### src/rtl/ptg_pkg.sv
package ptg_pkg;

    // Region of the vertical sync pulse relative to the current position
    typedef enum logic [1:0] {
        VS_WAIT   = 2'd0,
        VS_ACTIVE = 2'd1,
        VS_DONE   = 2'd2
    } vs_state_e;

    // Number of per-line pixel windows and their slots
    localparam int unsigned NUM_WIN = 2;
    localparam int unsigned WIN_HS  = 0;
    localparam int unsigned WIN_DE  = 1;

endpackage

### src/rtl/ptg_counters.sv
module ptg_counters #(
    parameter int unsigned PIX_W  = 12,
    parameter int unsigned LINE_W = 11
) (
    input  logic              clk,
    input  logic              rst,
    input  logic [PIX_W-1:0]  h_total,
    input  logic [LINE_W-1:0] v_total,
    output logic [PIX_W-1:0]  pix,
    output logic [LINE_W-1:0] ln,
    output logic [PIX_W-1:0]  nxt_pix,
    output logic [LINE_W-1:0] nxt_ln,
    output logic              frame_start
);

    logic line_end;
    logic frame_end;

    // Next position, computed once and shared with the sync sequencer
    always_comb begin
        line_end    = (pix >= h_total - PIX_W'(1));
        frame_end   = (ln >= v_total - LINE_W'(1));
        nxt_pix     = line_end ? '0 : pix + PIX_W'(1);
        if (line_end) begin
            nxt_ln = frame_end ? '0 : ln + LINE_W'(1);
        end else begin
            nxt_ln = ln;
        end
        frame_start = line_end && frame_end;
    end

    always_ff @(posedge clk) begin
        if (rst) begin
            pix <= '0;
            ln  <= '0;
        end else begin
            pix <= nxt_pix;
            ln  <= nxt_ln;
        end
    end

endmodule

### src/rtl/ptg_cfg_shadow.sv
module ptg_cfg_shadow #(
    parameter int unsigned PIX_W  = 12,
    parameter int unsigned LINE_W = 11
) (
    input  logic              clk,
    input  logic              load,
    input  logic [PIX_W-1:0]  in_h_total,
    input  logic [LINE_W-1:0] in_v_total,
    input  logic [PIX_W-1:0]  in_hs_on,
    input  logic [PIX_W-1:0]  in_hs_off,
    input  logic [PIX_W-1:0]  in_vs_on_pix,
    input  logic [LINE_W-1:0] in_vs_off_line,
    input  logic [PIX_W-1:0]  in_vs_off_pix,
    input  logic [PIX_W-1:0]  in_de_on,
    input  logic [PIX_W-1:0]  in_de_off,
    input  logic              in_pol_vs,
    input  logic              in_pol_hs,
    input  logic              in_pol_de,
    input  logic              in_de_in_vs,
    output logic [PIX_W-1:0]  sh_h_total,
    output logic [LINE_W-1:0] sh_v_total,
    output logic [PIX_W-1:0]  sh_hs_on,
    output logic [PIX_W-1:0]  sh_hs_off,
    output logic [PIX_W-1:0]  sh_de_on,
    output logic [PIX_W-1:0]  sh_de_off,
    output logic              sh_pol_vs,
    output logic              sh_pol_hs,
    output logic              sh_pol_de,
    output logic              sh_de_in_vs,
    output logic [PIX_W-1:0]  nx_vs_on_pix,
    output logic [LINE_W-1:0] nx_vs_off_line,
    output logic [PIX_W-1:0]  nx_vs_off_pix
);

    logic [PIX_W-1:0]  sh_vs_on_pix;
    logic [LINE_W-1:0] sh_vs_off_line;
    logic [PIX_W-1:0]  sh_vs_off_pix;

    // Copy the whole set only at reset or at the frame boundary
    always_ff @(posedge clk) begin
        if (load) begin
            sh_h_total     <= in_h_total;
            sh_v_total     <= in_v_total;
            sh_hs_on       <= in_hs_on;
            sh_hs_off      <= in_hs_off;
            sh_vs_on_pix   <= in_vs_on_pix;
            sh_vs_off_line <= in_vs_off_line;
            sh_vs_off_pix  <= in_vs_off_pix;
            sh_de_on       <= in_de_on;
            sh_de_off      <= in_de_off;
            sh_pol_vs      <= in_pol_vs;
            sh_pol_hs      <= in_pol_hs;
            sh_pol_de      <= in_pol_de;
            sh_de_in_vs    <= in_de_in_vs;
        end
    end

    // The sequencer judges the next position, so on a load edge it must
    // already see the values that will govern that position
    always_comb begin
        nx_vs_on_pix   = load ? in_vs_on_pix   : sh_vs_on_pix;
        nx_vs_off_line = load ? in_vs_off_line : sh_vs_off_line;
        nx_vs_off_pix  = load ? in_vs_off_pix  : sh_vs_off_pix;
    end

endmodule

### src/rtl/ptg_window.sv
module ptg_window #(
    parameter int unsigned PIX_W = 12
) (
    input  logic [PIX_W-1:0] pos,
    input  logic [PIX_W-1:0] on_pos,
    input  logic [PIX_W-1:0] off_pos,
    output logic             active
);

    // Inclusive start, exclusive end; an empty or reversed range never fires
    always_comb begin
        active = (pos >= on_pos) && (pos < off_pos);
    end

endmodule

### src/rtl/ptg_vs_fsm.sv
module ptg_vs_fsm
    import ptg_pkg::*;
#(
    parameter int unsigned PIX_W  = 12,
    parameter int unsigned LINE_W = 11
) (
    input  logic              clk,
    input  logic              rst,
    input  logic [PIX_W-1:0]  nxt_pix,
    input  logic [LINE_W-1:0] nxt_ln,
    input  logic              frame_start,
    input  logic [PIX_W-1:0]  on_pix,
    input  logic [LINE_W-1:0] off_line,
    input  logic [PIX_W-1:0]  off_pix,
    output vs_state_e         state,
    output logic              vs_active
);

    vs_state_e state_nxt;
    vs_state_e arm_tgt;
    logic      hit_on;
    logic      hit_off;
    logic      ordered;

    always_comb begin
        hit_on  = (nxt_ln == '0) && (nxt_pix == on_pix);
        hit_off = (nxt_ln == off_line) && (nxt_pix == off_pix);
        ordered = (off_line != '0) || (off_pix > on_pix);
        // arm goes to ACTIVE; skip goes straight to DONE
        arm_tgt = ordered ? VS_ACTIVE : VS_DONE;
    end

    // Transitions: arm/skip, disarm, rearm
    always_comb begin
        state_nxt = state;
        unique case (state)
            VS_WAIT: begin
                if (hit_on) begin
                    state_nxt = arm_tgt;
                end
            end
            VS_ACTIVE: begin
                if (frame_start) begin
                    state_nxt = hit_on ? arm_tgt : VS_WAIT;
                end else if (hit_off) begin
                    state_nxt = VS_DONE;
                end
            end
            VS_DONE: begin
                if (frame_start) begin
                    state_nxt = hit_on ? arm_tgt : VS_WAIT;
                end
            end
            default: begin
                state_nxt = VS_WAIT;
            end
        endcase
    end

    // State register: the reset position is line 0, pixel 0
    always_ff @(posedge clk) begin
        if (rst) begin
            state <= ((on_pix == '0) && ordered) ? VS_ACTIVE : VS_WAIT;
        end else begin
            state <= state_nxt;
        end
    end

    // Output decode
    always_comb begin
        vs_active = (state == VS_ACTIVE);
    end

endmodule

### src/rtl/panel_timing_gen.sv
module panel_timing_gen
    import ptg_pkg::*;
#(
    parameter int unsigned PIX_W  = 12,
    parameter int unsigned LINE_W = 11
) (
    input  logic              clk,
    input  logic              rst,
    input  logic [PIX_W-1:0]  cfg_h_total,
    input  logic [LINE_W-1:0] cfg_v_total,
    input  logic [PIX_W-1:0]  cfg_hs_on,
    input  logic [PIX_W-1:0]  cfg_hs_off,
    input  logic [PIX_W-1:0]  cfg_vs_on_pix,
    input  logic [LINE_W-1:0] cfg_vs_off_line,
    input  logic [PIX_W-1:0]  cfg_vs_off_pix,
    input  logic [PIX_W-1:0]  cfg_de_on,
    input  logic [PIX_W-1:0]  cfg_de_off,
    input  logic              cfg_pol_vs,
    input  logic              cfg_pol_hs,
    input  logic              cfg_pol_de,
    input  logic              cfg_de_in_vs,
    output logic              vs_o,
    output logic              hs_o,
    output logic              de_o,
    output logic [PIX_W-1:0]  pix_cnt_o,
    output logic [LINE_W-1:0] line_cnt_o
);

    logic [PIX_W-1:0]  pix;
    logic [LINE_W-1:0] ln;
    logic [PIX_W-1:0]  nxt_pix;
    logic [LINE_W-1:0] nxt_ln;
    logic              frame_start;
    logic              shadow_load;

    logic [PIX_W-1:0]  sh_h_total;
    logic [LINE_W-1:0] sh_v_total;
    logic [PIX_W-1:0]  sh_hs_on;
    logic [PIX_W-1:0]  sh_hs_off;
    logic [PIX_W-1:0]  sh_de_on;
    logic [PIX_W-1:0]  sh_de_off;
    logic              sh_pol_vs;
    logic              sh_pol_hs;
    logic              sh_pol_de;
    logic              sh_de_in_vs;
    logic [PIX_W-1:0]  nx_vs_on_pix;
    logic [LINE_W-1:0] nx_vs_off_line;
    logic [PIX_W-1:0]  nx_vs_off_pix;

    vs_state_e         vs_state;
    logic              vs_act;
    logic              de_act;

    logic [NUM_WIN-1:0][PIX_W-1:0] win_on;
    logic [NUM_WIN-1:0][PIX_W-1:0] win_off;
    logic [NUM_WIN-1:0]            win_act;

    ptg_counters #(
        .PIX_W (PIX_W),
        .LINE_W(LINE_W)
    ) u_cnt (
        .clk        (clk),
        .rst        (rst),
        .h_total    (sh_h_total),
        .v_total    (sh_v_total),
        .pix        (pix),
        .ln         (ln),
        .nxt_pix    (nxt_pix),
        .nxt_ln     (nxt_ln),
        .frame_start(frame_start)
    );

    assign shadow_load = rst || frame_start;

    ptg_cfg_shadow #(
        .PIX_W (PIX_W),
        .LINE_W(LINE_W)
    ) u_shadow (
        .clk           (clk),
        .load          (shadow_load),
        .in_h_total    (cfg_h_total),
        .in_v_total    (cfg_v_total),
        .in_hs_on      (cfg_hs_on),
        .in_hs_off     (cfg_hs_off),
        .in_vs_on_pix  (cfg_vs_on_pix),
        .in_vs_off_line(cfg_vs_off_line),
        .in_vs_off_pix (cfg_vs_off_pix),
        .in_de_on      (cfg_de_on),
        .in_de_off     (cfg_de_off),
        .in_pol_vs     (cfg_pol_vs),
        .in_pol_hs     (cfg_pol_hs),
        .in_pol_de     (cfg_pol_de),
        .in_de_in_vs   (cfg_de_in_vs),
        .sh_h_total    (sh_h_total),
        .sh_v_total    (sh_v_total),
        .sh_hs_on      (sh_hs_on),
        .sh_hs_off     (sh_hs_off),
        .sh_de_on      (sh_de_on),
        .sh_de_off     (sh_de_off),
        .sh_pol_vs     (sh_pol_vs),
        .sh_pol_hs     (sh_pol_hs),
        .sh_pol_de     (sh_pol_de),
        .sh_de_in_vs   (sh_de_in_vs),
        .nx_vs_on_pix  (nx_vs_on_pix),
        .nx_vs_off_line(nx_vs_off_line),
        .nx_vs_off_pix (nx_vs_off_pix)
    );

    ptg_vs_fsm #(
        .PIX_W (PIX_W),
        .LINE_W(LINE_W)
    ) u_vs (
        .clk        (clk),
        .rst        (rst),
        .nxt_pix    (nxt_pix),
        .nxt_ln     (nxt_ln),
        .frame_start(frame_start),
        .on_pix     (nx_vs_on_pix),
        .off_line   (nx_vs_off_line),
        .off_pix    (nx_vs_off_pix),
        .state      (vs_state),
        .vs_active  (vs_act)
    );

    // Per-line pixel windows for horizontal sync and data enable
    always_comb begin
        win_on[WIN_HS]  = sh_hs_on;
        win_off[WIN_HS] = sh_hs_off;
        win_on[WIN_DE]  = sh_de_on;
        win_off[WIN_DE] = sh_de_off;
    end

    for (genvar gi = 0; gi < NUM_WIN; gi++) begin : g_win
        ptg_window #(
            .PIX_W(PIX_W)
        ) u_win (
            .pos    (pix),
            .on_pos (win_on[gi]),
            .off_pos(win_off[gi]),
            .active (win_act[gi])
        );
    end

    always_comb begin
        de_act = win_act[WIN_DE] && (sh_de_in_vs || !vs_act);
    end

    // Registered outputs, polarity applied on the way in
    always_ff @(posedge clk) begin
        if (rst) begin
            vs_o <= ~cfg_pol_vs;
            hs_o <= ~cfg_pol_hs;
            de_o <= ~cfg_pol_de;
        end else begin
            vs_o <= ~(vs_act ^ sh_pol_vs);
            hs_o <= ~(win_act[WIN_HS] ^ sh_pol_hs);
            de_o <= ~(de_act ^ sh_pol_de);
        end
    end

    assign pix_cnt_o  = pix;
    assign line_cnt_o = ln;

endmodule

### config.mk
export PLATFORM = sky130hd
export DESIGN_NAME = panel_timing_gen
export DESIGN_NICKNAME = d
export VERILOG_FILES = /design/src/rtl/ptg_pkg.sv /design/src/rtl/ptg_counters.sv /design/src/rtl/ptg_cfg_shadow.sv /design/src/rtl/ptg_window.sv /design/src/rtl/ptg_vs_fsm.sv /design/src/rtl/panel_timing_gen.sv
export SDC_FILE = /design/constraint.sdc
export NUM_CORES = 1
export LEC_CHECK = 0
export BUFFER_PORTS_ARGS = -buffer_cell sky130_fd_sc_hd__buf_2
export CAP_MARGIN = 25
export CORE_UTILIZATION = 57
export CTS_CLUSTER_SIZE = 20
export DETAILED_ROUTE_END_ITERATION = 10
export GPL_ROUTABILITY_DRIVEN = 0
export PLACE_DENSITY_LB_ADDON = 0.2
export SYNTH_ARGS = -nofsm -noshare
export SYNTH_HDL_FRONTEND = slang
export SYNTH_SLANG_ARGS = --single-unit
export TNS_END_PERCENT = 50
### constraint.sdc
create_clock -name clk -period 6.85 [get_ports clk]
set_input_delay 2.055 -clock clk [delete_from_list [all_inputs] [get_ports clk]]
set_output_delay 2.055 -clock clk [all_outputs]
set_load 0.1 [all_outputs]
Yosys cells after proc, flatten, opt, wreduce, memory -nomap -nowiden
Index checks and enable logic that the tools add are counted.
{"block": "totals", "register_bits": 138, "in_bits": 112, "elab_cells": 81}
{"block": "classes", "addsub": 4, "n_lt_le_gt_ge": 7, "n_eq_ne": 8, "muxes": 18, "n_bitwise": 9, "reduce_logical": 16}
{"cell": "greater-or-equal comparator 12 bit", "count": 3}
{"cell": "two-way mux 12 bit", "count": 3}
{"cell": "two-way mux 11 bit", "count": 3}
{"cell": "equality test 12 bit", "count": 2}
{"cell": "< comparator 12 bit", "count": 2}
{"cell": "two-way mux 2 bit", "count": 7}
{"cell": "adder 12 x 1 -> 12 bit (second input constant)", "count": 1}
{"cell": "greater-than comparator 12 bit", "count": 1}
{"cell": "zero test 12 bit", "count": 1}
{"cell": "subtractor 12 x 1 -> 12 bit (second input constant)", "count": 1}
{"cell": "adder 11 x 1 -> 11 bit (second input constant)", "count": 1}
{"cell": "equality test 11 bit", "count": 1}
{"cell": "greater-or-equal comparator 11 bit", "count": 1}
{"cell": "zero test 11 bit", "count": 1}
{"cell": "nonzero test 11 bit", "count": 1}
{"cell": "subtractor 11 x 1 -> 11 bit (second input constant)", "count": 1}
{"cell": "logical AND 1 bit", "count": 7}
{"cell": "NOT 1 bit", "count": 6}
{"cell": "case mux 2 bit (3 select lines)", "count": 1}
{"cell": "two-way mux 1 bit", "count": 4}
{"cell": "inequality test 4 x 3 -> 1 bit (second input constant)", "count": 1}
{"cell": "logical OR 1 bit", "count": 3}
{"cell": "inequality test 3 x 2 -> 1 bit (second input constant)", "count": 1}
{"cell": "inequality test 3 bit (second input constant)", "count": 1}
{"cell": "other kinds (6)", "count": 8}

Logic depth before layout (Yosys ltp)
Gate-level depths: netlist (run 1).
{"block": "logic_depth", "ltp_word": 12, "depth_mapped": 27, "ltp_nobuf": 26}

Cells and area by module
Synthesis (run 1) repeated with hierarchy kept, for this count alone.
{"block": "unflattened", "hier_cells": 698, "hier_area_um2": 7764.9}
{"module": "ptg_cfg_shadow", "instances": 1, "cells_each": 149, "area_each_um2": 3530.9}
{"module": "ptg_counters", "instances": 1, "cells_each": 260, "area_each_um2": 2013.2}
{"module": "ptg_window", "instances": 2, "cells_each": 78, "area_each_um2": 575.6}
{"module": "ptg_vs_fsm", "instances": 1, "cells_each": 117, "area_each_um2": 929.6}
{"module": "panel_timing_gen", "instances": 1, "cells_each": 16, "area_each_um2": 140.1}

Worst setup path after synthesis (run 1)
Ideal clock, no wire load.
{"block": "synth_timing", "path_kind": "input-to-reg", "startpoint": "in rst", "endpoint": "reg u_vs.state[1], data pin", "setup_ps": 365, "t_arrival_ps": 5620, "t_required_ps": 6485, "slack_ps": 864, "stages": 11, "n_path_buf": 3, "path_cell_list": "clkbuf_1 -> a21oi_4 -> inv_4 -> buf_2 -> buf_1 -> nor3_1 -> nor2_1 -> nor4_1 -> nand4_1 -> or2_2 -> o22ai_2"}
{"block": "synth_between", "elab_chain_cells": 9}
{"item": "start: declaration", "line_no": "panel_timing_gen.sv:8", "rtl": "input logic rst,"}
{"item": "logical OR 1 bit", "line_no": "panel_timing_gen.sv:73", "rtl": "assign shadow_load = rst || frame_start;"}
{"item": "two-way mux 12 bit, or another cell as far along", "line_no": "ptg_cfg_shadow.sv:63", "rtl": "nx_vs_off_pix = load ? in_vs_off_pix : sh_vs_off_pix;"}
{"item": "greater-than comparator 12 bit or nonzero test 11 bit (tied branches)", "line_no": "ptg_vs_fsm.sv:28", "rtl": "ordered = (off_line != '0) || (off_pix > on_pix);"}
{"item": "logical OR 1 bit", "line_no": "ptg_vs_fsm.sv:28"}
{"item": "two-way mux 2 bit", "line_no": "ptg_vs_fsm.sv:30", "rtl": "arm_tgt = ordered ? VS_ACTIVE : VS_DONE;"}
{"item": "two-way mux 2 bit", "line_no": "ptg_vs_fsm.sv:44, ptg_vs_fsm.sv:51"}
{"item": "two-way mux 2 bit, on equally long branches", "line_no": "ptg_vs_fsm.sv:50, ptg_vs_fsm.sv:43"}
{"item": "case mux 2 bit (3 select lines)", "line_no": "ptg_vs_fsm.sv:36", "rtl": "unique case (state)"}
{"item": "two-way mux 2 bit (*)", "line_no": "ptg_vs_fsm.sv:62", "rtl": "if (rst) begin"}
{"item": "end signal: assignment", "line_no": "ptg_vs_fsm.sv:63", "rtl": "state <= ((on_pix == '0) && ordered) ? VS_ACTIVE : VS_WAIT;"}
{"item": "end signal: assignment", "line_no": "ptg_vs_fsm.sv:65", "rtl": "state <= state_nxt;"}
{"item": "end: declaration", "line_no": "ptg_vs_fsm.sv:15", "rtl": "output vs_state_e state,"}
Mark *: on every way between the ends. The rest lies on a longest branch, timed or not. The select of a mux whose other input is x is not followed.
A chain may end at the register's enable or synchronous reset.

Worst setup path after layout (run 1)
{"block": "layout_timing", "startpoint": "reg u_shadow.sh_v_total[2]", "endpoint": "reg u_vs.state[1], data pin"}
{"block": "layout_between", "elab_chain_cells": 12}
{"item": "start: declaration", "line_no": "ptg_cfg_shadow.sv:21", "rtl": "output logic [LINE_W-1:0] sh_v_total,"}
{"item": "start signal: assignment", "line_no": "ptg_cfg_shadow.sv:43", "rtl": "sh_v_total <= in_v_total;"}
{"item": "subtractor 11 x 1 -> 11 bit (*)", "line_no": "ptg_counters.sv:22", "rtl": "frame_end = (ln >= v_total - LINE_W'(1));"}
{"item": "greater-or-equal comparator 11 bit (*)", "line_no": "ptg_counters.sv:22"}
{"item": "logical AND 1 bit", "line_no": "ptg_counters.sv:29", "rtl": "frame_start = line_end && frame_end;"}
{"item": "logical OR 1 bit", "line_no": "panel_timing_gen.sv:73"}
{"item": "two-way mux 12 bit, or another cell as far along", "line_no": "ptg_cfg_shadow.sv:63"}
{"item": "greater-than comparator 12 bit or nonzero test 11 bit (tied branches)", "line_no": "ptg_vs_fsm.sv:28"}
{"item": "logical OR 1 bit", "line_no": "ptg_vs_fsm.sv:28"}
{"item": "two-way mux 2 bit", "line_no": "ptg_vs_fsm.sv:30"}
{"item": "two-way mux 2 bit", "line_no": "ptg_vs_fsm.sv:44, ptg_vs_fsm.sv:51"}
{"item": "two-way mux 2 bit, on equally long branches", "line_no": "ptg_vs_fsm.sv:50, ptg_vs_fsm.sv:43"}
{"item": "case mux 2 bit (3 select lines) (*)", "line_no": "ptg_vs_fsm.sv:36"}
{"item": "two-way mux 2 bit (*)", "line_no": "ptg_vs_fsm.sv:62"}
Marks and branches as above.

==> impl_metrics.json, run 1 <==
{
  "dieHeight_um": 120,
  "yosysSeqAreaShare_pct": 44.6,
  "power_leakage_nw": 4.38,
  "worstSkewPairLatency_ns": 0.43,
  "postCtsSetupBuffers": 0,
  "finalCoreUtilization_pct": 70.0,
  "layout-drive-gt1-share_pct": 22.6,
  "grtUsageTotal_pct": 27.1,
  "grt_start_max_net_pins": 48,
  "grt_pass1_vias": 6250,
  "diodes": 0,
  "ant_nets": 0,
  "cts-root-buf": "clkbuf_16",
  "stdcell_count": 1098,
  "relSlewSlack_pct": 47.9,
  "tightest_slew_ns": 0.781,
  "start_util_pct": 59.1,
  "cp_max_fo": 24,
  "reg2reg_to": "u_vs.state[1]",
  "wl_per_cell_um": 16.7,
  "start_kind": "register",
  "io_pins": 138,
  "met1_length_um": 7680,
  "finalWirelength_um": 18300,
  "hold_buffers": 0,
  "setup_viol": 0,
  "synthFlopType": "edfxtp_1",
  "async_flop_share_pct": 0,
  "fin_total_pwr_mw": 2.22,
  "cts_resized": 0,
  "htree_levels": 4,
  "synthCells": 767,
  "ir_worst_vdd_mv": 0.241,
  "hpwlAfterDp_um": 13800,
  "cp-end-kind": "register",
  "met2_length_um": 8980,
  "final_common_cell": "buf_2",
  "die_x_um": 120,
  "slew_violations": 0,
  "areaGrowthSynthToFinish_pct": 18.4,
  "setup_tns_ns": 0,
  "synth_area_leader_cell": "edfxtp_1",
  "min_path_type": "reg -> reg",
  "yosysTopAreaCellShare_pct": 29.2,
  "power_density_nw_per_um2": 237,
  "r2r_slack_ns": 1.02,
  "clk_pin_slew_worst_paths_ns": 0.06,
  "clock_skew_ns": 0.0100,
  "wl_met3_um": 1230,
  "drt_iter0_markers": 626,
  "synth_edf_count": 77,
  "period_needed_ns": 5.83,
  "min_period_over_period_pct": 85.1,
  "fmax_mhz": 172,
  "worstSetupEndpoint": "u_vs.state[1]",
  "rows": 42,
  "cts_buffers": 17,
  "timing_hold_violations_final": 0,
  "core_um2": 13400,
  "critPathKind": "reg -> reg",
  "reg2reg_depth": 24,
  "synthDistinctLibCells": 63,
  "dp.cells": 1066,
  "nets": 1106,
  "routed_via_density": 5.71,
  "layout_common_cells": "buf_2, ha_1, edfxtp_1, inv_1, dfxtp_1",
  "rsz0062_at_grt": "no",
  "drc": 0,
  "gr-total-overflow": 0,
  "synth_nets": 964,
  "cts_tree": "built",
  "place.port_buffers": 137,
  "status": "completed",
  "worstPathArrival_ns": 6.10,
  "syn_area_um2": 7930,
  "r2r_start": "u_shadow.sh_v_total[2]",
  "vias": 6265,
  "cts.sinks": 138,
  "grt_pass1_wl_um": 29800,
  "ys_warn_count": 0,
  "synth-seq-cells": 138,
  "yosys-top-cells-area": "edfxtp_1, dfxtp_1, ha_1",
  "antenna_found_initial": 0,
  "crit_path_start": "u_shadow.sh_v_total[2]",
  "dieArea_um2": 14400,
  "top_layer": "met4",
  "max-cap-violations": 0,
  "worst_ep_required_time_ns": 7.12,
  "cts_buffer_depth": 2,
  "avgSynthCellArea_um2": 10.3,
  "dr.pass1.iters": 5
}
power breakdown:
| group | internal [mW] | total, mW | switching, mW |
|---|---|---|---|
| Clock | 0.555 | 0.915 | 0.361 |
| Sequential | 0.940 | 0.980 | 0.0402 |
| Combinational | 0.136 | 0.328 | 0.191 |
cells in the mapped netlist, types with 12 or more instances:
master    count
nand2b_1     12
nand2_1      45
inv_1        74
edfxtp_1     77
xor2_1       28
nor2_1       55
a21o_1       26
xnor2_1      34
ha_1         85
a21oi_1      34
mux2_2       19
nor3_1       18
nor4_1       16
dfxtp_1      61
o21ai_0      22
nand3_1      20
mux2i_1      19
worst min-delay path by stage:
stage	startpoint	slack (ns)	to	cells after the start
final	u_shadow.sh_vs_off_line[1]	0.50	u_shadow.sh_vs_off_line[1]	2
after CTS	u_shadow.sh_vs_off_line[5]	0.51	u_shadow.sh_vs_off_line[5]	2
after floorplan	u_shadow.sh_vs_on_pix[10]	0.46	u_shadow.sh_vs_on_pix[10]	2
after global routing	u_shadow.sh_vs_off_line[2]	0.53	u_shadow.sh_vs_off_line[2]	1
after global placement	u_shadow.sh_vs_off_line[1]	0.48	u_shadow.sh_vs_off_line[1]	2
after detailed placement	u_shadow.sh_vs_off_line[5]	0.50	u_shadow.sh_vs_off_line[5]	2
registers in the layout, indices dropped and copies added (netlist names), 12 cells and up:
name                    count
u_shadow.sh_de_on          12
u_shadow.sh_hs_on          12
u_shadow.sh_de_off         12
u_shadow.sh_vs_on_pix      12
u_shadow.sh_vs_off_pix     12
u_shadow.sh_h_total        12
u_shadow.sh_hs_off         12
u_cnt.pix                  12
layout make-up:
class,instances,area [um^2]
Clock buffer,21,493
Clock inverter,11,106
Fill cell,1022,4020
Inverter,75,284
Multi-Input combinational cell,535,4030
Sequential cell,138,3530
Tap cell,176,220
Timing Repair Buffer,142,723
metal layers:
| metal | vias to the layer above | track usage, % |
|---|---|---|
| met5 | - | 0 |
| met1 | 2944 | 33.2 |
| met2 | 248 | 45.8 |
| met3 | 37 | 6.37 |
| met4 | 0 | 10.5 |
| li1 | 3036 | - |
per-stage QoR:
step	hold WS [ns]	area [um^2]	setup WS, ns
floorplan	0.460	7930	0.864
global placement	0.484	8790	1.48
detailed placement	0.495	8790	1.17
CTS	0.511	9390	1.12
global route	0.525	9390	0.590
finish	0.503	9390	1.02
worst max-delay path, cell delays in order, from the launching register on:
cell and delay (ns):
edfxtp_1 0.44, nor4_1 0.52, nand2_1 0.15, nor4_1 0.29
xnor2_1 0.20, ha_1 0.28, nand2_1 0.09, o21ai_1 0.07
a31oi_2 0.24, nand2_1 0.46, a21oi_4 0.33, buf_4 0.38
mux2i_1 0.39, ha_1 0.21, nor2b_1 0.04, o21ai_0 0.15
nand2b_1 0.07, a21oi_1 0.14, nor3_1 0.06, a211oi_1 0.23
o21ai_0 0.13, a21oi_1 0.21, nand4_1 0.15, or2_2 0.32
o22ai_2 0.13
logic make-up (layout without fill, tap and decap cells):
logic type               Yosys count  after routing  synth area share [%]
buffers and inverters             94            249                  4.63
flip-flops                       138            138                  44.6
AO/OA/AOI/OAI                    132            132                  11.2
adder cells (fa/ha/maj)           86             86                  13.6
AND/OR/NAND/NOR                  215            215                  13.7
multiplexers                      40             40                  5.45
XOR/XNOR                          62             62                  6.85
(Power assumes the default switching activity.)
==> inputs of run 2 (changes only) <==
ABC_CLOCK_PERIOD_IN_PS = 6850   (was not set)
CORE_UTILIZATION = 59   (was 57)
CTS_BUF_LIST = sky130_fd_sc_hd__clkbuf_2   (was not set)
==> run 2 against run 1 <==
Effect of this change: first-iteration DRC count shrank 10%; via count is essentially flat; hold slack gained 0.031 ns; register-to-register slack gained 0.04 ns; clock-buffer cell count shrank 1.
==> impl_metrics.json, run 2 (synthesis results as in run 1) <==
{
  "cts-root-buf": "clkbuf_2",
  "grt_pass1_vias": 6304,
  "die_x_um": 118,
  "reg2reg_to": "u_vs.state[1]",
  "worstSetupEndpoint": "u_vs.state[1]",
  "dieHeight_um": 118,
  "gr-total-overflow": 0,
  "clk_pin_slew_worst_paths_ns": 0.18,
  "io_pins": 138,
  "finalWirelength_um": 18200,
  "cts_resized": 0,
  "routed_via_density": 5.73,
  "start_kind": "register",
  "layout_common_cells": "buf_2, ha_1, edfxtp_1, inv_1, dfxtp_1",
  "hold_buffers": 0,
  "nets": 1106,
  "cts.sinks": 138,
  "htree_levels": 4,
  "setup_tns_ns": 0,
  "start_util_pct": 61.5,
  "wl_per_cell_um": 16.7,
  "rows": 41,
  "areaGrowthSynthToFinish_pct": 13.1,
  "core_um2": 12900,
  "post_dp_cell_area_um2": 8780,
  "worst_ep_required_time_ns": 7.43,
  "fin_ws_ns": 1.06,
  "power_leakage_nw": 4.24,
  "layout-drive-gt1-share_pct": 22.6,
  "dieArea_um2": 13900,
  "drc": 0,
  "cp_max_fo": 24,
  "max-cap-violations": 0,
  "hpwlAfterDp_um": 13700,
  "vias": 6266,
  "finalCoreUtilization_pct": 69.6,
  "cp_top_family": "simple AND/OR/NAND/NOR gates",
  "critPathKind": "reg -> reg",
  "crit_path_top_delay_cell": "nor4_1",
  "grt_start_max_net_pins": 44,
  "power_density_nw_per_um2": 192,
  "status": "completed",
  "period_needed_ns": 5.79,
  "final_common_cell": "buf_2",
  "worstPathArrival_ns": 6.37,
  "path_common_cell": "a21oi_1",
  "cp.depth": 24,
  "setup_viol": 0,
  "drt_iter0_markers": 561,
  "grt_pass1_wl_um": 29700,
  "ir_worst_vdd_mv": 0.123,
  "min_period_over_period_pct": 84.5,
  "critical_path_buf_inv_count": 1,
  "max_stage_delay_ns": 0.50,
  "r2r_slack_ns": 1.06,
  "cts_buffers": 17,
  "tightest_slew_ns": 0.759,
  "dr.pass1.iters": 5,
  "rsz0062_at_grt": "no",
  "pre_cts_ws_ns": 1.20,
  "antenna_found_initial": 0,
  "crit_path_start": "u_shadow.sh_v_total[2]",
  "r2r_start": "u_shadow.sh_v_total[2]",
  "cts_buffer_depth": 2,
  "timing_hold_violations_final": 0,
  "clock_skew_ns": 0.0231,
  "diodes": 0,
  "cts_tree": "built",
  "min_path_type": "reg -> reg",
  "place.port_buffers": 137,
  "worstSkewPairLatency_ns": 0.73,
  "relSlewSlack_pct": 49.4,
  "postCtsSetupBuffers": 0,
  "cp-end-kind": "register",
  "fmax_mhz": 173,
  "reg2reg_depth": 24,
  "ant_nets": 0,
  "crit_chain": "nor4_1 > nand2_1 > nor4_1 > xnor2_1 > ha_1 > a21oi_1 > o21ai_1 > a31oi_2 > nand2_1 > a21oi_4 > buf_4 > mux2i_1 > ha_1 > nor2b_1 > o21ai_0 > nand2b_1 > a21oi_1 > nor3_1 > a211oi_1 > o21ai_0 > a21oi_1 > nand4_1 > or2_2 > o22ai_2",
  "grtUsageTotal_pct": 27.0,
  "slew_violations": 0,
  "stdcell_area_um2": 8960
}
-- run 2: cell count changes in the layout (fill, tap and decap cells not counted), sizes merged --
| cell | delta |
|---|---|
| clkinv | +4 |
| clkinvlp | -3 |
| clkbuf | -1 |
-- run 2: worst min path at each step --
stage	depth (start not counted)	start	to
after floorplan	2	u_shadow.sh_vs_on_pix[10]	u_shadow.sh_vs_on_pix[10]
after global placement	2	u_shadow.sh_vs_off_pix[1]	u_shadow.sh_vs_off_pix[1]
after detailed placement	1	u_shadow.sh_vs_off_pix[11]	u_shadow.sh_vs_off_pix[11]
after CTS	1	u_shadow.sh_vs_off_pix[11]	u_shadow.sh_vs_off_pix[11]
after global routing	1	u_shadow.sh_vs_off_pix[11]	u_shadow.sh_vs_off_pix[11]
final	1	u_shadow.sh_vs_off_pix[11]	u_shadow.sh_vs_off_pix[11]
-- run 2: power by group --
group,internal (mW),switching [mW]
registers,0.939,0.0412
clock network,0.128,0.287
logic,0.136,0.191
-- run 2: final cells by class --
| type | instances | area [um^2] |
|---|---|---|
| multi-input cells | 535 | 4030 |
| fillers | 992 | 3910 |
| flip-flops and latches | 138 | 3530 |
| repair buffers | 142 | 723 |
| inverters | 75 | 284 |
| well taps | 172 | 215 |
| clock buffers | 20 | 100 |
| clock inverters | 12 | 82.6 |
-- run 2: metal layers --
metal | global-route usage [%] | up-vias | part of all wire (%)
li1 | - | 3038 | -
met1 | 32.2 | 2939 | 42
met2 | 47.3 | 252 | 50
met3 | 5.72 | 37 | 6.0
met4 | 10.2 | 0 | 2.1
met5 | 0 | - | 0
-- run 2: per-stage QoR --
step | power [mW] | hold slack [ns] | std cells
after floorplan | 1.22 | 0.460 | 767
after global placement | 1.30 | 0.487 | 1062
after detailed placement | 1.32 | 0.493 | 1062
after CTS | 1.73 | 0.534 | 1094
after global routing | 1.80 | 0.549 | 1094
final | 1.72 | 0.534 | 1094
-- run 2: worst reg2reg max path: cells and delay by family (launching register included) --
kind	cells	cell delay, ns
AND/OR/NAND/NOR	9	2.06
AO/OA/AOI/OAI	10	1.79
flip-flops	1	0.49
adder cells (fa/ha/maj)	2	0.43
multiplexers	1	0.39
buffers and inverters	1	0.38
XOR/XNOR	1	0.11
==> inputs of run 3 (changes only) <==
ABC_CLOCK_PERIOD_IN_PS = 5900   (was 6850)
clock period = 5.9 ns   (was 6.85 ns; I/O delays follow)
==> run 3 against run 2 <==
Effect of this change: clock-buffer cell count fell by 1; non-clock buffer count rose by 4; worst setup slack got worse by 0.65 ns; global-route usage rose by 0.53 points; register-to-register slack got worse by 0.65 ns; critical path depth rose by 1; core utilization rose by 0.55 points; routed wire length rose by 0.55%; hold slack got worse by 0.0069 ns; clock power rose by 30%; critical path type unchanged.
==> impl_metrics.json, run 3 (synthesis results as in run 1) <==
{
  "max-cap-violations": 0,
  "worstPathArrival_ns": 6.14,
  "start_kind": "register",
  "gr-total-overflow": 0,
  "ant_nets": 0,
  "grt_pass1_vias": 6422,
  "dieHeight_um": 118,
  "postCtsSetupBuffers": 0,
  "fmax_mhz": 182,
  "grt_pass1_wl_um": 30000,
  "relSlewSlack_pct": 52.2,
  "cp_max_fo": 24,
  "max_stage_delay_ns": 0.66,
  "worstSkewPairLatency_ns": 0.76,
  "wl_per_cell_um": 16.7,
  "cts_resized": 0,
  "critPathKind": "reg -> reg",
  "place.port_buffers": 137,
  "post_dp_cell_area_um2": 8810,
  "timing_hold_violations_final": 0,
  "stdcell_area_um2": 9030,
  "multiInputGateArea_um2": 4030,
  "dieArea_um2": 13900,
  "p_seq_share_pct": 55.2,
  "nets": 1110,
  "layout-drive-gt1-share_pct": 22.6,
  "crit_path_top_delay_cell": "nor4bb_1",
  "cp-end-kind": "register",
  "power.switching_uw": 620,
  "layout_common_cells": "buf_2, ha_1, edfxtp_1, inv_1, dfxtp_1",
  "clock_skew_ns": 0.0511,
  "nFillCells": 997,
  "core_um2": 12900,
  "finalWirelength_um": 18300,
  "diodes": 0,
  "status": "completed",
  "hpwlAfterDp_um": 13800,
  "internal_power_mw": 1.44,
  "power_density_nw_per_um2": 228,
  "rsz0062_at_grt": "no",
  "power_frac_clock_pct": 26.2,
  "areaGrowthSynthToFinish_pct": 14.0,
  "drc": 0,
  "setup_viol": 0,
  "ir_worst_vdd_mv": 0.145,
  "register_area_um2": 3530,
  "start_util_pct": 61.5,
  "cts_tree": "built",
  "clk_pin_slew_worst_paths_ns": 0.24,
  "antenna_found_initial": 0,
  "htree_levels": 4,
  "grt_start_max_net_pins": 48,
  "grtUsageTotal_pct": 27.5,
  "cts_buffers": 17,
  "min_period_over_period_pct": 93.1,
  "hold_buffers": 0,
  "dr.pass1.iters": 6,
  "tightest_slew_ns": 0.707,
  "die_x_um": 118,
  "setup_tns_ns": 0,
  "min_path_type": "reg -> reg",
  "slew_violations": 0,
  "cts.sinks": 138,
  "power_frac_comb_pct": 18.6,
  "io_pins": 138,
  "drt_iter0_markers": 503,
  "routed_via_density": 5.79,
  "cts-root-buf": "clkbuf_2",
  "rows": 41,
  "final_common_cell": "buf_2",
  "p_sw_share_pct": 30.0,
  "cts_buffer_depth": 2,
  "vias": 6357,
  "worst_ep_required_time_ns": 6.54,
  "power_leakage_nw": 4.25,
  "period_needed_ns": 5.49
}
[run 3: through the flow]
step / utilization [%] / std cells / hold slack [ns] / total power, mW / setup WS (ns)
global placement: 68.4 / 1066 / 0.484 / 1.52 / 0.847
detailed placement: 68.4 / 1066 / 0.491 / 1.54 / 0.533
floorplan: - / 767 / 0.460 / 1.41 / 0.0170
global route: 70.2 / 1098 / 0.561 / 2.16 / 0.0107
finish: 70.2 / 1098 / 0.527 / 2.06 / 0.406
CTS: 70.2 / 1098 / 0.531 / 2.07 / 0.484
[run 3: power groups by stage]
stage	sequential, mW	combinational (mW)	clock, mW
2_1_floorplan	1.18	0.228	0
3_3_place_gp	1.15	0.363	0
3_5_place_dp	1.16	0.380	0
4_1_cts	1.14	0.382	0.552
5_1_grt	1.14	0.421	0.598
6_report	1.14	0.384	0.541
[run 3: worst paths after layout]
path,start,end,slack [ns],cells past startpoint
max reg2reg,u_shadow.sh_h_total[0],u_vs.state[1],0.41,25
min reg2reg,u_shadow.sh_vs_off_line[2],u_shadow.sh_vs_off_line[2],0.53,1
max,u_shadow.sh_h_total[0],u_vs.state[1],0.41,25
min,u_shadow.sh_vs_off_line[2],u_shadow.sh_vs_off_line[2],0.53,1
[run 3: area by class of cell]
| cell class | instances | share of cell area (%) |
|---|---|---|
| Inverter | 75 | 3.14 |
| Timing Repair Buffer | 146 | 8.34 |
| Multi-Input combinational cell | 535 | 44.6 |
| Sequential cell | 138 | 39.1 |
| Tap cell | 172 | 2.38 |
| Clock buffer | 19 | 1.05 |
| Clock inverter | 13 | 1.43 |
[run 3: routing by layer]
layer / track usage (%) / vias up / share of wire, %
li1: - / 3053 / -
met1: 32.2 / 2977 / 42
met2: 46.5 / 259 / 49
met3: 6.49 / 68 / 5.6
met4: 14.7 / 0 / 3.8
met5: 0 / - / 0
[run 3: critical path, delay by kind of cell (launching register included)]
| family | cells | cell delay (ns) |
|---|---|---|
| mux | 1 | 0.36 |
| simple gates | 8 | 1.49 |
| compound gates | 10 | 1.65 |
| flops | 1 | 0.46 |
| buf+inv | 2 | 0.49 |
| xor+xnor | 1 | 0.18 |
| fa+ha+maj | 3 | 0.73 |
